<file path="src/rtl/ackdur_pkg.sv">
// Package: shared types and rate lookups for the ACK duration generator.
// Assumes the twelve-entry 2.4 GHz rate ordering (four CCK then eight OFDM).
package ackdur_pkg;

    localparam int RATE_COUNT = 12;
    localparam int IDX_W      = $clog2(RATE_COUNT);

    typedef enum logic [1:0] {
        BW_STD     = 2'b00,
        BW_TURBO   = 2'b01,
        BW_HALF    = 2'b10,
        BW_QUARTER = 2'b11
    } bw_mode_e;

    // Bit rate of a rate index in units of 100 kb/s.
    function automatic logic [9:0] rate_100k(input logic [IDX_W-1:0] idx);
        case (idx)
            4'd0:    return 10'd10;
            4'd1:    return 10'd20;
            4'd2:    return 10'd55;
            4'd3:    return 10'd110;
            4'd4:    return 10'd60;
            4'd5:    return 10'd90;
            4'd6:    return 10'd120;
            4'd7:    return 10'd180;
            4'd8:    return 10'd240;
            4'd9:    return 10'd360;
            4'd10:   return 10'd480;
            4'd11:   return 10'd540;
            default: return 10'd0;
        endcase
    endfunction

    // Rate index used for the ACK answering a given data rate index.
    function automatic logic [IDX_W-1:0] ack_index(input logic [IDX_W-1:0] idx,
                                                    input logic hi);
        if (!hi)
            return (idx < 4'd4) ? 4'd0 : 4'd4;
        if (idx == 4'd0) return 4'd0;
        if (idx < 4'd4)  return 4'd1;
        if (idx < 4'd6)  return 4'd4;
        if (idx < 4'd8)  return 4'd6;
        return 4'd8;
    endfunction

endpackage

</file>
<file path="src/rtl/ackdur_rate_pick.sv">
// Module: ackdur_rate_pick
// Combinational choice of the ACK bit rate for one data rate index.
// Assumes idx < RATE_COUNT; larger values yield a zero rate.
module ackdur_rate_pick
    import ackdur_pkg::*;
(
    input  logic [IDX_W-1:0] idx_i,
    input  logic             hi_i,
    output logic [9:0]       rate_o
);

    // Map data index to ACK index, then to its bit rate.
    always_comb begin
        rate_o = rate_100k(ack_index(idx_i, hi_i));
    end

endmodule

</file>
<file path="src/rtl/ackdur_bw_timing.sv">
// Module: ackdur_bw_timing
// Yields SIFS, preamble time and symbol time for a bandwidth mode.
// Assumes all scaled constants fit in T_W bits.
module ackdur_bw_timing
    import ackdur_pkg::*;
#(
    parameter int T_W          = 8,
    parameter int SIFS_STD     = 10,
    parameter int SIFS_TURBO   = 8,
    parameter int SIFS_HALF    = 32,
    parameter int SIFS_QUARTER = 64,
    parameter int PRE_STD      = 20,
    parameter int PRE_TURBO    = 14,
    parameter int SYM_STD      = 4
) (
    input  logic [1:0]     mode_i,
    output logic [T_W-1:0] sifs_o,
    output logic [T_W-1:0] pre_o,
    output logic [T_W-1:0] sym_o
);

    // Select the timing triple for the latched mode.
    always_comb begin
        case (bw_mode_e'(mode_i))
            BW_TURBO: begin
                sifs_o = T_W'(SIFS_TURBO);
                pre_o  = T_W'(PRE_TURBO);
                sym_o  = T_W'(SYM_STD);
            end
            BW_HALF: begin
                sifs_o = T_W'(SIFS_HALF);
                pre_o  = T_W'(PRE_STD * 2);
                sym_o  = T_W'(SYM_STD * 2);
            end
            BW_QUARTER: begin
                sifs_o = T_W'(SIFS_QUARTER);
                pre_o  = T_W'(PRE_STD * 4);
                sym_o  = T_W'(SYM_STD * 4);
            end
            default: begin
                sifs_o = T_W'(SIFS_STD);
                pre_o  = T_W'(PRE_STD);
                sym_o  = T_W'(SYM_STD);
            end
        endcase
    end

endmodule

</file>
<file path="src/rtl/ackdur_ceil_div.sv">
// Module: ackdur_ceil_div
// Serial ceiling divider by repeated subtraction, one quotient step per cycle.
// Assumes den_i is nonzero when go_i is high and the quotient stays below LIMIT.
module ackdur_ceil_div #(
    parameter int NUM_W = 14,
    parameter int QW    = 7,
    parameter int LIMIT = 64
) (
    input  logic             clk,
    input  logic             rst_n,
    input  logic             go_i,
    input  logic [NUM_W-1:0] num_i,
    input  logic [NUM_W-1:0] den_i,
    output logic             done_o,
    output logic [QW-1:0]    quot_o
);

    logic [NUM_W-1:0] rem_r;
    logic [NUM_W-1:0] den_r;
    logic             busy_r;
    logic [QW-1:0]    cyc_r;

    // Subtract the divisor until the remainder is used up; count each step.
    always_ff @(posedge clk) begin
        if (!rst_n) begin
            rem_r  <= '0;
            den_r  <= '0;
            busy_r <= 1'b0;
            quot_o <= '0;
            done_o <= 1'b0;
        end else begin
            done_o <= 1'b0;
            if (go_i) begin
                rem_r  <= num_i;
                den_r  <= den_i;
                quot_o <= '0;
                busy_r <= 1'b1;
            end else if (busy_r) begin
                if (rem_r > den_r) begin
                    rem_r  <= rem_r - den_r;
                    quot_o <= quot_o + 1'b1;
                end else begin
                    rem_r  <= '0;
                    if (rem_r != '0)
                        quot_o <= quot_o + 1'b1;
                    busy_r <= 1'b0;
                    done_o <= 1'b1;
                end
            end
        end
    end

    // Cycles spent on the current division, for the bound check.
    always_ff @(posedge clk) begin
        if (!rst_n || go_i)
            cyc_r <= '0;
        else if (busy_r && cyc_r != {QW{1'b1}})
            cyc_r <= cyc_r + 1'b1;
    end

    assert_div_bound_R11: assert property (@(posedge clk) disable iff (!rst_n)
        busy_r |-> (cyc_r < QW'(LIMIT)));

    assert_div_nonzero_den_R11: assert property (@(posedge clk) disable iff (!rst_n)
        go_i |-> (den_i != '0));

endmodule

</file>
<file path="src/rtl/ackdur_table_gen.sv">
// Module: ackdur_table_gen (top)
// Sequences through all rate indices, computes the ACK airtime for each
// and emits long and short-preamble table writes, then pulses done.
// Assumes the table accepts one write per cycle with no back-pressure.
module ackdur_table_gen
    import ackdur_pkg::*;
#(
    parameter int DUR_W        = 16,
    parameter int FRAME_BYTES  = 10,
    parameter int PLCP_BITS    = 22,
    parameter int SHORT_SAVE   = 96,
    parameter int SIFS_STD     = 10,
    parameter int SIFS_TURBO   = 8,
    parameter int SIFS_HALF    = 32,
    parameter int SIFS_QUARTER = 64,
    parameter int PRE_STD      = 20,
    parameter int PRE_TURBO    = 14,
    parameter int SYM_STD      = 4,
    parameter int DIV_LIMIT    = 64
) (
    input  logic                  clk,
    input  logic                  rst_n,
    input  logic                  start_i,
    input  logic [1:0]            bw_mode_i,
    input  logic                  hi_ack_i,
    input  logic [RATE_COUNT-1:0] short_cap_i,
    output logic                  tbl_we_o,
    output logic [IDX_W-1:0]      tbl_idx_o,
    output logic                  tbl_short_o,
    output logic [DUR_W-1:0]      tbl_dur_o,
    output logic                  done_o
);

    localparam int NUMERATOR = (PLCP_BITS + 8 * FRAME_BYTES) * 10;
    localparam int DEN_MAX   = 540 * SYM_STD * 4;
    localparam int NUM_W     = $clog2((NUMERATOR > DEN_MAX ? NUMERATOR : DEN_MAX) + 1);
    localparam int QW        = $clog2(DIV_LIMIT + 1);
    localparam int T_W       = 8;

    typedef enum logic [2:0] {
        ST_IDLE, ST_LOAD, ST_DIV, ST_LONG, ST_SHORT, ST_FIN
    } state_e;

    state_e                state_r;
    logic [IDX_W-1:0]      idx_r;
    logic [1:0]            mode_r;
    logic                  hi_r;
    logic [RATE_COUNT-1:0] cap_r;
    logic [DUR_W-1:0]      dur_r;

    logic [9:0]            ack_rate;
    logic [T_W-1:0]        sifs, pre, sym;
    logic                  div_go, div_done;
    logic [QW-1:0]         quot;
    logic [NUM_W-1:0]      den;
    logic [DUR_W-1:0]      dur_next;
    logic [DUR_W-1:0]      short_dur;
    logic                  last_idx;

    ackdur_rate_pick u_rate (
        .idx_i  (idx_r),
        .hi_i   (hi_r),
        .rate_o (ack_rate)
    );

    ackdur_bw_timing #(
        .T_W          (T_W),
        .SIFS_STD     (SIFS_STD),
        .SIFS_TURBO   (SIFS_TURBO),
        .SIFS_HALF    (SIFS_HALF),
        .SIFS_QUARTER (SIFS_QUARTER),
        .PRE_STD      (PRE_STD),
        .PRE_TURBO    (PRE_TURBO),
        .SYM_STD      (SYM_STD)
    ) u_timing (
        .mode_i (mode_r),
        .sifs_o (sifs),
        .pre_o  (pre),
        .sym_o  (sym)
    );

    ackdur_ceil_div #(
        .NUM_W (NUM_W),
        .QW    (QW),
        .LIMIT (DIV_LIMIT)
    ) u_div (
        .clk    (clk),
        .rst_n  (rst_n),
        .go_i   (div_go),
        .num_i  (NUM_W'(NUMERATOR)),
        .den_i  (den),
        .done_o (div_done),
        .quot_o (quot)
    );

    // Divisor, airtime assembly and short-preamble variant.
    always_comb begin
        den       = NUM_W'(ack_rate) * NUM_W'(sym);
        dur_next  = DUR_W'(sifs) + DUR_W'(pre) + DUR_W'(sym) * DUR_W'(quot);
        short_dur = (dur_r > DUR_W'(SHORT_SAVE)) ? dur_r - DUR_W'(SHORT_SAVE) : '0;
        last_idx  = (idx_r == IDX_W'(RATE_COUNT - 1));
        div_go    = (state_r == ST_LOAD);
    end

    // Pass sequencer: latch configuration, divide, write, advance.
    always_ff @(posedge clk) begin
        if (!rst_n) begin
            state_r <= ST_IDLE;
            idx_r   <= '0;
            mode_r  <= 2'b00;
            hi_r    <= 1'b0;
            cap_r   <= '0;
            dur_r   <= '0;
        end else begin
            case (state_r)
                ST_IDLE: if (start_i) begin
                    mode_r  <= bw_mode_i;
                    hi_r    <= hi_ack_i;
                    cap_r   <= short_cap_i;
                    idx_r   <= '0;
                    state_r <= ST_LOAD;
                end
                ST_LOAD: state_r <= ST_DIV;
                ST_DIV: if (div_done) begin
                    dur_r   <= dur_next;
                    state_r <= ST_LONG;
                end
                ST_LONG: begin
                    if (cap_r[idx_r])
                        state_r <= ST_SHORT;
                    else if (last_idx)
                        state_r <= ST_FIN;
                    else begin
                        idx_r   <= idx_r + 1'b1;
                        state_r <= ST_LOAD;
                    end
                end
                ST_SHORT: begin
                    if (last_idx)
                        state_r <= ST_FIN;
                    else begin
                        idx_r   <= idx_r + 1'b1;
                        state_r <= ST_LOAD;
                    end
                end
                default: state_r <= ST_IDLE;
            endcase
        end
    end

    // Table write port and completion pulse.
    always_comb begin
        tbl_we_o    = (state_r == ST_LONG) || (state_r == ST_SHORT);
        tbl_short_o = (state_r == ST_SHORT);
        tbl_idx_o   = idx_r;
        tbl_dur_o   = (state_r == ST_SHORT) ? short_dur : dur_r;
        done_o      = (state_r == ST_FIN);
    end

    assert_short_follows_long_R7: assert property (@(posedge clk) disable iff (!rst_n)
        (tbl_we_o && tbl_short_o) |->
            ($past(tbl_we_o) && !$past(tbl_short_o) && $past(tbl_idx_o) == tbl_idx_o));

    assert_short_value_R7: assert property (@(posedge clk) disable iff (!rst_n)
        (tbl_we_o && tbl_short_o) |->
            (($past(tbl_dur_o) > DUR_W'(SHORT_SAVE)) ?
                (tbl_dur_o == $past(tbl_dur_o) - DUR_W'(SHORT_SAVE)) : (tbl_dur_o == '0)));

    assert_short_only_capable_R7: assert property (@(posedge clk) disable iff (!rst_n)
        (tbl_we_o && tbl_short_o) |-> cap_r[tbl_idx_o]);

    assert_idx_in_range_R8: assert property (@(posedge clk) disable iff (!rst_n)
        tbl_we_o |-> (tbl_idx_o < IDX_W'(RATE_COUNT)));

    assert_done_single_R9: assert property (@(posedge clk) disable iff (!rst_n)
        done_o |=> !done_o);

    assert_done_after_last_R9: assert property (@(posedge clk) disable iff (!rst_n)
        done_o |-> (!tbl_we_o && $past(tbl_we_o) &&
                    $past(tbl_idx_o) == IDX_W'(RATE_COUNT - 1)));

    assert_cfg_held_R10: assert property (@(posedge clk) disable iff (!rst_n)
        (state_r != ST_IDLE && $past(state_r) != ST_IDLE) |->
            ($stable(mode_r) && $stable(hi_r) && $stable(cap_r)));

endmodule

</file>
<file path="config.mk">
export PLATFORM = sky130hd
export DESIGN_NAME = ackdur_table_gen
export DESIGN_NICKNAME = d
export VERILOG_FILES = /design/src/rtl/ackdur_pkg.sv /design/src/rtl/ackdur_rate_pick.sv /design/src/rtl/ackdur_bw_timing.sv /design/src/rtl/ackdur_ceil_div.sv /design/src/rtl/ackdur_table_gen.sv
export SDC_FILE = /design/constraint.sdc
export NUM_CORES = 1
export LEC_CHECK = 0
export BUFFER_PORTS_ARGS = -buffer_cell sky130_fd_sc_hd__buf_2
export CORE_MARGIN = 10
export CORE_UTILIZATION = 50
export CTS_CLUSTER_DIAMETER = 200
export DETAILED_ROUTE_END_ITERATION = 10
export PLACE_DENSITY = 0.66
export SETUP_SLACK_MARGIN = 0.05
export SLEW_MARGIN = 20
export SYNTH_ARGS = -nofsm -noshare
export SYNTH_HDL_FRONTEND = slang
export SYNTH_HIERARCHICAL = 1
export SYNTH_SLANG_ARGS = --single-unit
export TNS_END_PERCENT = 10
</file>
<file path="constraint.sdc">
create_clock -name clk -period 7.2 [get_ports clk]
set_clock_uncertainty 0.05 [all_clocks]
set_input_delay 1.44 -clock clk [delete_from_list [all_inputs] [get_ports clk]]
set_output_delay 1.44 -clock clk [all_outputs]
set_load 0.02 [all_outputs]
</file>
==> metrics <==
vias=7223; synth unique cells=79; Worst EP arrival=6.36 ns; postcts setup bufs=0; share of cells above drive strength 1=0.0899; sum of negative setup slack=0 ns; Avg Inst Size Synth=8.35 µm²; Final ANT Viol Nets=0; static leakage power=4.50 nW; maximum vdd drop=0.000215 V; period utilisation layout=0.863; power per cell area=193 mW/mm²; post_cts resized=0; Post-Synthesis Cells=1103; crit path max fanout=16; Remaining DRCs=0; first-pass GRT wire length=34700 µm; Core Region=0.0180 mm²; worst endpoint required time=7.35 ns; Worst R2R Setup Slack=0.98 ns; path depth of the worst reg2reg path=22; die area=0.0243 mm²; Clock Sinks=75; Top FF cell, synth=dfxtp_1; H-tree depth=3; clk buf depth=2; kind of critical path=flip-flop to flip-flop; largest net degree at the start of global routing=47; ranking of synthesized cells by area=fa_1, dfxtp_1, ha_1; largest area contributor in the netlist=fa_1; Max-cap violations=0; Synth top cells by count=inv_1, nand2_1, fa_1, ha_1, and2_1; area grow syn2layout=6.51%; Max Fclk=161 MHz; cts bufs inserted=9; vias in the first global route=7225; EDFF count, synth=0; # IOs=41; cts hold-fix bufs=0; worst skew pair latency=0.36 ns; placed cell area=0.00951 mm²; Worst Setup Start Kind=flip-flop; CTS Root Cell=clkbuf_16; final WL=20000 µm; routed vias/inst=5.30; HPWL after DPL=15500 µm; chip height=156 µm; min-delay src=cap_r[4]; cells along the critical path=nor2_2 -> inv_2 -> or2_4 -> ha_1 -> nor2b_4 -> a21oi_1 -> nand2_1 -> fa_1 -> inv_1 -> fa_1 -> fa_1 -> inv_1 -> fa_1 -> inv_1 -> ha_1 -> or4_1 -> a211oi_1 -> o31ai_1 -> a21oi_1 -> xnor2_1 -> mux2i_1 -> nor2_1; RePlAce Congestion=0.856; hold slack=0.405 ns; register area share after synthesis=0.163; RSZ-0062 raised after global routing=no; Slew @ Worst Pin=1.06 ns; Worst Hold End=cap_r[4]; status=finished, final reports clean; Nets=1326; r2r startpoint=tbl_idx_o[2]; Worst-path clk slew=0.07 ns; most common cell in the netlist=inv_1; Final setup viols=0; GRT Residual Overflow=0; DR iter-0 viols=307; Final Max Tran Viols=0; Global Route Usage Sum=0.171; starting density of the core=0.511; DRT Pass-1 Iters=5; CP max stage cell=fa_1; drt wl/cell=14.6 µm; Final Hold Fails=0; hold path depth=2; Post-synth ARST share=0; Placement Rows=49; Synth top area share=0.196; die width=156 µm; cell mode on critical path=fa_1; Final Instance Area=0.00981 mm²; Slew HR=0.291; Ys Warns=6; diodes inserted=0; CP Capture Type=flip-flop; hold crit path type=flip-flop to flip-flop; reg2reg end=u_div/den_r[12]; TritonCTS clock tree=done; input/output buffers=40; initial antenna violation count=0; crit path time final=6.22 ns; slowest stage delay, CP=0.57 ns; Mapped Area=0.00921 mm²; Seq cells post-synth=75
area by class of cell:
class	count	area, µm²
fillers	1715	8210
clock inverters	7	76.3
clock buffers	9	225
flip-flops and latches	75	1500
inverters	158	601
well taps	229	287
repair buffers	45	238
multi-input cells	840	6880
kinds of logic (layout without fill, tap and decap cells):
logic type,after synthesis,in the layout,synth area share
simple gates,391,391,0.215
buf+inv,210,219,0.101
compound gates,188,188,0.141
fa+ha+maj,179,179,0.316
flops,75,75,0.163
xor+xnor,36,36,0.0342
mux,21,21,0.0283
other cells,3,25,0.00122
state kept, by name, summed over array words and instances (netlist names):
| signal | cells |
|---|---|
| dur_r | 16 |
| u_div/den_r | 14 |
| u_div/rem_r | 14 |
| cap_r | 12 |
| u_div/quot_o | 7 |
| tbl_idx_o | 4 |
| state_r | 3 |
| mode_r | 2 |
| hi_r | 1 |
| u_div/busy_r | 1 |
| u_div/done_o | 1 |
cells in the final DEF (no fill, tap or decap), types with 26 or more instances in the layout:
cell type and instances:
and2_1 88, a21oi_1 66, xnor2_1 26, ha_1 89, nor2_1 70, fa_1 90
buf_2 40, inv_1 153, dfxtp_1 75, nand2_1 127
critical path, delay by kind of cell, from the launching register on:
kind / cells / cell delay [ns]
compound gates: 4 / 1.04
xor+xnor: 1 / 0.08
fa+ha+maj: 6 / 2.71
buf+inv: 4 / 0.25
flops: 1 / 0.50
mux: 1 / 0.13
simple gates: 6 / 1.28
how the worst max path moves through the flow:
stage	start	to	slack, ns	depth (start not counted)
floorplan	tbl_idx_o[3]	u_div/den_r[12]	1.55	22
global placement	tbl_idx_o[2]	u_div/den_r[12]	1.14	22
detailed placement	tbl_idx_o[2]	u_div/den_r[12]	1.01	22
CTS	tbl_idx_o[2]	u_div/den_r[12]	0.98	22
global route	tbl_idx_o[2]	u_div/den_r[12]	0.54	22
finish	tbl_idx_o[2]	u_div/den_r[12]	0.98	22
report_power, final:
part	total, W	switching (W)	internal, W
Sequential	0.000500	0.0000437	0.000457
Clock	0.000464	0.000217	0.000247
Combinational	0.000927	0.000552	0.000375
Total	0.00189	0.000813	0.00108
per-stage QoR:
stage | utilization | setup slack [ns] | instances | power [W]
2_1_floorplan | - | 1.55 | 1125 | 0.00124
3_3_place_gp | 0.528 | 1.14 | 1347 | 0.00141
3_5_place_dp | 0.528 | 1.01 | 1347 | 0.00142
4_1_cts | 0.544 | 0.979 | 1363 | 0.00189
5_1_grt | 0.544 | 0.536 | 1363 | 0.00205
6_report | 0.544 | 0.983 | 1363 | 0.00189
metal layers:
metal,wire (µm),vias to the layer above,GRT usage,part of all wire
li1,-,3646,-,-
met1,9920,3411,0.236,0.50
met2,8930,143,0.271,0.45
met3,825,23,0.0281,0.041
met4,274,0,0.0455,0.014
met5,0,-,0,0
Note: power is estimated with default switching activity, not from simulation.
